===== src/rtl/sgw_pkg.sv =====
package sgw_pkg;

    localparam int DESC_WORDS    = 4;
    localparam int FLAG_H2D_BIT  = 5;
    localparam int FLAG_LAST_BIT = 7;
    localparam int MODE_LSB      = 8;

    typedef enum logic [2:0] {
        WS_IDLE,
        WS_FETCH,
        WS_ADVANCE,
        WS_ISSUE,
        WS_REPORT
    } walk_state_e;

    typedef enum logic [1:0] {
        END_OK   = 2'd0,
        END_BUS  = 2'd1,
        END_DIR  = 2'd2
    } end_code_e;

endpackage


===== src/rtl/sgw_desc_capture.sv =====
module sgw_desc_capture
    import sgw_pkg::*;
#(
    parameter int WORD_W = 32,
    parameter int MODE_W = 4,
    localparam int IDX_W = $clog2(DESC_WORDS)
) (
    input  logic              clk,
    input  logic              rst_n,
    input  logic              cap_en,
    input  logic [IDX_W-1:0]  cap_idx,
    input  logic [WORD_W-1:0] cap_word,
    output logic [WORD_W-1:0] buf_addr,
    output logic [WORD_W-1:0] len_units,
    output logic [MODE_W-1:0] mode,
    output logic              h2d,
    output logic              last,
    output logic [WORD_W-1:0] next_ptr
);

    logic [WORD_W-1:0] word_q [DESC_WORDS];

    for (genvar w = 0; w < DESC_WORDS; w++) begin : g_word
        always_ff @(posedge clk or negedge rst_n) begin
            if (!rst_n) begin
                word_q[w] <= '0;
            end else if (cap_en && cap_idx == IDX_W'(w)) begin
                word_q[w] <= cap_word;
            end
        end
    end

    assign buf_addr  = word_q[0];
    assign len_units = word_q[1];
    assign mode      = word_q[2][MODE_LSB +: MODE_W];
    assign h2d       = word_q[2][FLAG_H2D_BIT];
    assign last      = word_q[2][FLAG_LAST_BIT];
    assign next_ptr  = word_q[3];

    // ordering bit, packet-length and reserved bytes carry no walk behaviour
    logic unused_fields;
    assign unused_fields = ^{word_q[2][WORD_W-1:MODE_LSB+MODE_W],
                             word_q[2][6], word_q[2][4:0]};

endmodule


===== src/rtl/sgw_end_report.sv =====
module sgw_end_report
    import sgw_pkg::*;
(
    input  logic       clk,
    input  logic       rst_n,
    input  logic       set_en,
    input  end_code_e  set_code,
    output logic [1:0] code_q
);

    always_ff @(posedge clk or negedge rst_n) begin
        if (!rst_n) begin
            code_q <= END_OK;
        end else if (set_en) begin
            code_q <= set_code;
        end
    end

endmodule


===== src/rtl/sg_chain_walker.sv =====
module sg_chain_walker
    import sgw_pkg::*;
#(
    parameter int WORD_W    = 32,
    parameter int LEN_SHIFT = 3,
    parameter int MODE_W    = 4,
    localparam int BYTES_W  = WORD_W + LEN_SHIFT
) (
    input  logic               clk,
    input  logic               rst_n,
    input  logic               start,
    input  logic [WORD_W-1:0]  start_ptr,
    input  logic               start_h2d,
    output logic               busy,
    output logic               mem_rd_req,
    output logic [WORD_W-1:0]  mem_rd_addr,
    input  logic               mem_rd_valid,
    input  logic [WORD_W-1:0]  mem_rd_data,
    input  logic               mem_rd_err,
    output logic               xfer_req,
    output logic [WORD_W-1:0]  xfer_addr,
    output logic [BYTES_W-1:0] xfer_bytes,
    output logic               xfer_h2d,
    output logic [MODE_W-1:0]  xfer_mode,
    input  logic               xfer_ack,
    output logic               done,
    output logic [1:0]         end_code
);

    localparam int IDX_W = $clog2(DESC_WORDS);
    localparam logic [IDX_W-1:0] IDX_FLAGS = IDX_W'(2);
    localparam logic [IDX_W-1:0] IDX_NEXT  = IDX_W'(3);

    walk_state_e       state, state_nx;
    logic [IDX_W-1:0]  idx;
    logic [WORD_W-1:0] cur_ptr;
    logic              dir_q;

    logic [WORD_W-1:0] d_addr, d_len, d_next;
    logic [MODE_W-1:0] d_mode;
    logic              d_h2d, d_last;
    logic              word_ok, len_zero, follow;
    logic              rep_set;
    end_code_e         rep_code;

    assign word_ok  = (state == WS_FETCH) && mem_rd_valid && !mem_rd_err;
    assign len_zero = (d_len == '0);

    sgw_desc_capture #(.WORD_W(WORD_W), .MODE_W(MODE_W)) u_cap (
        .clk       (clk),
        .rst_n     (rst_n),
        .cap_en    (word_ok),
        .cap_idx   (idx),
        .cap_word  (mem_rd_data),
        .buf_addr  (d_addr),
        .len_units (d_len),
        .mode      (d_mode),
        .h2d       (d_h2d),
        .last      (d_last),
        .next_ptr  (d_next)
    );

    sgw_end_report u_rep (
        .clk      (clk),
        .rst_n    (rst_n),
        .set_en   (rep_set),
        .set_code (rep_code),
        .code_q   (end_code)
    );

    // next state and end code selection
    always_comb begin
        state_nx = state;
        rep_set  = 1'b0;
        rep_code = END_OK;
        follow   = 1'b0;
        unique case (state)
            WS_IDLE: begin
                if (start) state_nx = WS_FETCH;
            end
            WS_FETCH: begin
                if (mem_rd_valid) begin
                    if (mem_rd_err) begin
                        state_nx = WS_REPORT;
                        rep_set  = 1'b1;
                        rep_code = END_BUS;
                    end else if (idx == IDX_FLAGS) begin
                        if (mem_rd_data[FLAG_H2D_BIT] != dir_q) begin
                            state_nx = WS_REPORT;
                            rep_set  = 1'b1;
                            rep_code = END_DIR;
                        end else if (mem_rd_data[FLAG_LAST_BIT]) begin
                            state_nx = WS_ADVANCE;
                        end
                    end else if (idx == IDX_NEXT) begin
                        state_nx = WS_ADVANCE;
                    end
                end
            end
            WS_ADVANCE: begin
                if (!len_zero) begin
                    state_nx = WS_ISSUE;
                end else if (d_last) begin
                    state_nx = WS_REPORT;
                    rep_set  = 1'b1;
                end else begin
                    state_nx = WS_FETCH;
                    follow   = 1'b1;
                end
            end
            WS_ISSUE: begin
                if (xfer_ack) begin
                    if (d_last) begin
                        state_nx = WS_REPORT;
                        rep_set  = 1'b1;
                    end else begin
                        state_nx = WS_FETCH;
                        follow   = 1'b1;
                    end
                end
            end
            WS_REPORT: state_nx = WS_IDLE;
            default:   state_nx = WS_IDLE;
        endcase
    end

    // state register
    always_ff @(posedge clk or negedge rst_n) begin
        if (!rst_n) state <= WS_IDLE;
        else        state <= state_nx;
    end

    // walk pointer, word index and expected direction
    always_ff @(posedge clk or negedge rst_n) begin
        if (!rst_n) begin
            cur_ptr <= '0;
            idx     <= '0;
            dir_q   <= 1'b0;
        end else if (state == WS_IDLE && start) begin
            cur_ptr <= start_ptr;
            idx     <= '0;
            dir_q   <= start_h2d;
        end else if (follow) begin
            cur_ptr <= d_next;
            idx     <= '0;
        end else if (word_ok) begin
            idx <= idx + 1'b1;
        end
    end

    // outputs
    always_comb begin
        busy        = (state != WS_IDLE);
        mem_rd_req  = (state == WS_FETCH);
        mem_rd_addr = cur_ptr + {{(WORD_W-IDX_W-2){1'b0}}, idx, 2'b00};
        xfer_req    = (state == WS_ISSUE);
        xfer_addr   = d_addr;
        xfer_bytes  = {d_len, {LEN_SHIFT{1'b0}}};
        xfer_h2d    = d_h2d;
        xfer_mode   = d_mode;
        done        = (state == WS_REPORT);
    end

endmodule


===== config.mk =====
export PLATFORM = sky130hd
export DESIGN_NAME = sg_chain_walker
export DESIGN_NICKNAME = d
export VERILOG_FILES = /design/src/rtl/sgw_pkg.sv /design/src/rtl/sgw_desc_capture.sv /design/src/rtl/sgw_end_report.sv /design/src/rtl/sg_chain_walker.sv
export SDC_FILE = /design/constraint.sdc
export NUM_CORES = 1
export LEC_CHECK = 0
export ABC_AREA = 1
export ABC_CLOCK_PERIOD_IN_PS = 2200
export BUFFER_PORTS_ARGS = -buffer_cell sky130_fd_sc_hd__buf_2
export CAP_MARGIN = 5
export CORE_UTILIZATION = 49
export CTS_BUF_LIST = sky130_fd_sc_hd__clkbuf_16
export DETAILED_ROUTE_END_ITERATION = 16
export PLACE_DENSITY_LB_ADDON = 0.25
export SLEW_MARGIN = 30
export SYNTH_ARGS = -nofsm -noshare
export SYNTH_HDL_FRONTEND = slang
export SYNTH_HIERARCHICAL = 1
export SYNTH_SLANG_ARGS = --single-unit

===== constraint.sdc =====
create_clock -name clk -period 2.2 [get_ports clk]
set_input_delay 0.33 -clock clk [delete_from_list [all_inputs] [get_ports clk]]
set_output_delay 0.33 -clock clk [all_outputs]
set_load 0.005 [all_outputs]

==> impl_metrics.csv <==
group,metric,value,unit
critical_path,crit_required,1.87,ns
grt,gr-total-overflow,0,
placement,gp_congestion,0.932,
drt,wirelength,20000,um
placement,hpwl,13600,um
final_layout,fin_area,9110,um2
floorplan,pin_count,181,
pwr,p_seq_share,38.3,%
synth,ys_top_cells_by_area,"dfrtp_1, nand2_1, nand4_1",
sta,period_minus_slack,2.51,ns
sta,rsz0062_at_grt,"yes",
final_layout,antenna_cells,0,
critical_path,path_class,"reg2out",
critical_path,critPathCaptureType,"primary output",
final_layout,syn_to_final_growth,26.1,%
grt,antenna_found_initial,0,
critical_path,critical_path_buf_inv_count,3,
drt,drt_iter0_drc,582,
clock_tree,htree_levels,4,
sta,worst_hold_slack,0.155,ns
final_layout,regArea,3560,um2
sta,fin_skew,0.00714,ns
sta,period_share,114,%
critical_path,critPathTopFamily,"adder cells",
synth,synth_top_area_share,49.2,%
pwr,ir_drop,0.585,mV
pwr,switchingPower,4410,uW
grt,grt_max_degree,69,
drt,drc,0,
grt,grt_pass1_vias,6024,
pwr,pwr_density_cell,1270,nW/um2
floorplan,dieHeight,123,um
clock_tree,clk_pin_slew,0.06,ns
worst_hold_path,hold_class,"in2reg",
clock_tree,max-clock-path-buffers,2,
critical_path,cp_max_fo,3,
clock_tree,cts_tree,"built",
sta,drv_slew,0,
sta,finalSetupViolations,28,
sta,slew_headroom,51.9,%
synth,yosysWarnings,6,
grt,grt_usage,26.9,%
sta,fmax,0.398,GHz
sta,hold_violations,0,
sta,worst_slack,-0.312,ns
final_layout,multiInputGateArea,3370,um2
pwr,leakage,0.00500,uW
synth,ys_seq_area_share,49.2,%
placement,placed_area,8270,um2
critical_path,crit_path_start_kind,"flip-flop",
pwr,sw_frac_of_total,38.0,%
critical_path,critPathArrivalTime,2.18,ns
final_layout,nets,1124,
run_status,violations,"setup timing",
final_layout,nFillCells,1297,
floorplan,die_w,123,um
synth,async_flop_share,100,%
synth,synth_common_cells,"nand2_1, dfrtp_1, nand4_1, nand3_1, nor2_1",
synth,synth_most_common_cell,"nand2_1",
drt,post_drt_wl_per_cell,16.0,um
synth,synth_seq_cells,142,
synth,synth-edff-count,0,
drt,ant_nets,0,
clock_tree,cts_sinks,142,
clock_tree,clockRootBuffer,"clkbuf_16",
drt,via_count,6653,
flow_run,maxCapViolCount,0,
final_layout,drive_gt1_share,29.5,%
synth,synth_ff_type,"dfrtp_1",
floorplan,std_cell_rows,44,
drt,viasPerCell,5.34,
floorplan,start_util,49.9,%
placement,io_buffer_count,177,
sta,final.setup.tns,-4.78,ns
pwr,power.internal,7200,uW
floorplan,core,14500,um2
synth,syn_inst,869,
floorplan,dieArea,15200,um2
synth,synthDistinctLibCells,32,
grt,grt_pass1_wl,31000,um
clock_tree,clk_latency,0.42,ns
clock_tree,numCtsBuffers,17,
critical_path,cp_cell_sequence,"ha_4 > fa_2 > nand3_4 > nor3_4 > buf_4 > buf_6 > nand4_1 > xnor2_1 > buf_2",
pwr,power.total,11600,uW
synth,syn_area,7220,um2
sta,worst_pin_slew,0.721,ns
critical_path,cpPeakStageDelay,0.42,ns
placement,dp_slack,-0.0215,ns
drt,first_pass_iters,5,
synth,syn_avg_cell_area,8.31,um2
run_status,status,"finished with violations",
pwr,combPwrFrac,37.2,%
critical_path,critPathSlowestCell,"dfrtp_2",
synth,synth_top_cell_by_area,"dfrtp_1",
pwr,pwr-share-clk,24.5,%
## tightest hold or removal path, stage by stage
cell and delay [ns]:
buf_2 0.07, nor2_1 0.03, a21oi_1 0.10
## cell families (layout without fill, tap and decap cells)
logic type / count (synthesis) / count (layout) / share of synthesized area [%]
mux: 32 / 32 / 4.99
other cells: 1 / 3 / 0.0519
fa+ha+maj: 5 / 5 / 0.970
flops: 142 / 142 / 49.2
compound gates: 11 / 11 / 0.849
buf+inv: 87 / 277 / 5.79
simple gates: 564 / 564 / 34.9
xor+xnor: 27 / 27 / 3.27
## worst paths after layout
| kind | from | end | slack, ns | depth (start not counted) |
|---|---|---|---|---|
| min in group asynchronous | rst_n | cur_ptr[21]$_DFFE_PN0P_ | 0.45 | 2 |
| max reg2reg | state[0]$_DFFE_PN0P_ | u_cap/next_ptr[23]$_DFFE_PN0P_ | 0.20 | 9 |
| min | start_h2d | dir_q$_DFFE_PN0P_ | 0.15 | 3 |
| min reg2reg | u_cap/buf_addr[24]$_DFFE_PN0P_ | u_cap/buf_addr[24]$_DFFE_PN0P_ | 0.47 | 2 |
| max in group asynchronous | rst_n | u_cap/len_units[8]$_DFFE_PN0P_ | 1.04 | 3 |
| max | idx[0]$_DFFE_PN0P_ | mem_rd_addr[14] | -0.31 | 9 |
## sequential cells by signal, summed over array words and instances (netlist names), 2 cells and up
register,flops
cur_ptr,32
idx,2
state,3
u_cap/buf_addr,32
u_cap/len_units,32
u_cap/mode,4
u_cap/next_ptr,32
u_rep/code_q,2
## cells in the final DEF (no fill, tap or decap), drive strengths merged
cell and instances:
nand2 336, buf 215, dfrtp 142, nand4 82, nand3 80, nor2 50
mux2 32, inv 30, clkbuf 17, xnor2 15, xor2 12, o21ai 8
clkinv 8, nor3 7, ha 4, nor4 3, conb 3, bufinv 3
clkinvlp 3, or2 3, nand3b 2, a21oi 2, nor4b 1, o2111a 1
fa 1, dlygate4sd3 1
## through the flow
step | utilization [%] | std cells
global route | 62.9 | 1245
detailed placement | 57.1 | 1197
finish | 62.9 | 1245
global placement | 57.1 | 1197
CTS | 62.6 | 1243
floorplan | - | 871
## area by class of cell
type | count | area share (%)
Timing Repair Buffer | 216 | 13.9
Sequential cell | 142 | 39.0
Clock inverter | 15 | 1.69
Clock buffer | 17 | 4.67
Tap cell | 184 | 2.53
Multi-Input combinational cell | 642 | 37.0
Inverter | 29 | 1.25
## per-layer routing
| layer | part of all wire (%) | vias up | global-route usage (%) |
|---|---|---|---|
| met5 | 0 | - | 0 |
| met2 | 46 | 261 | 39.7 |
| met1 | 46 | 3142 | 39.6 |
| li1 | - | 3233 | - |
| met4 | 0.80 | 0 | 7.53 |
| met3 | 7.4 | 17 | 6.00 |
## what timing repair did
| action | CTS | global route |
|---|---|---|
| pin swaps | 8 | 10 |
| setup endpoints to repair | 26 | 28 |
| gates cloned | 0 | 0 |
| hold buffers | 1 | 0 |
| resized for setup | 25 | 10 |
| buffers inserted | 13 | 5 |
| endpoints found under the hold margin | 57 | 0 |
## power groups by stage
stage / clock, uW / combinational, uW / sequential, uW
final: 2850 / 4320 / 4450
after global routing: 3010 / 4870 / 4580
after CTS: 2900 / 4310 / 4430
after detailed placement: 0 / 4230 / 4440
after global placement: 0 / 4130 / 4420
after floorplan: 0 / 2710 / 4320
Power figures use the tool's default switching activity.
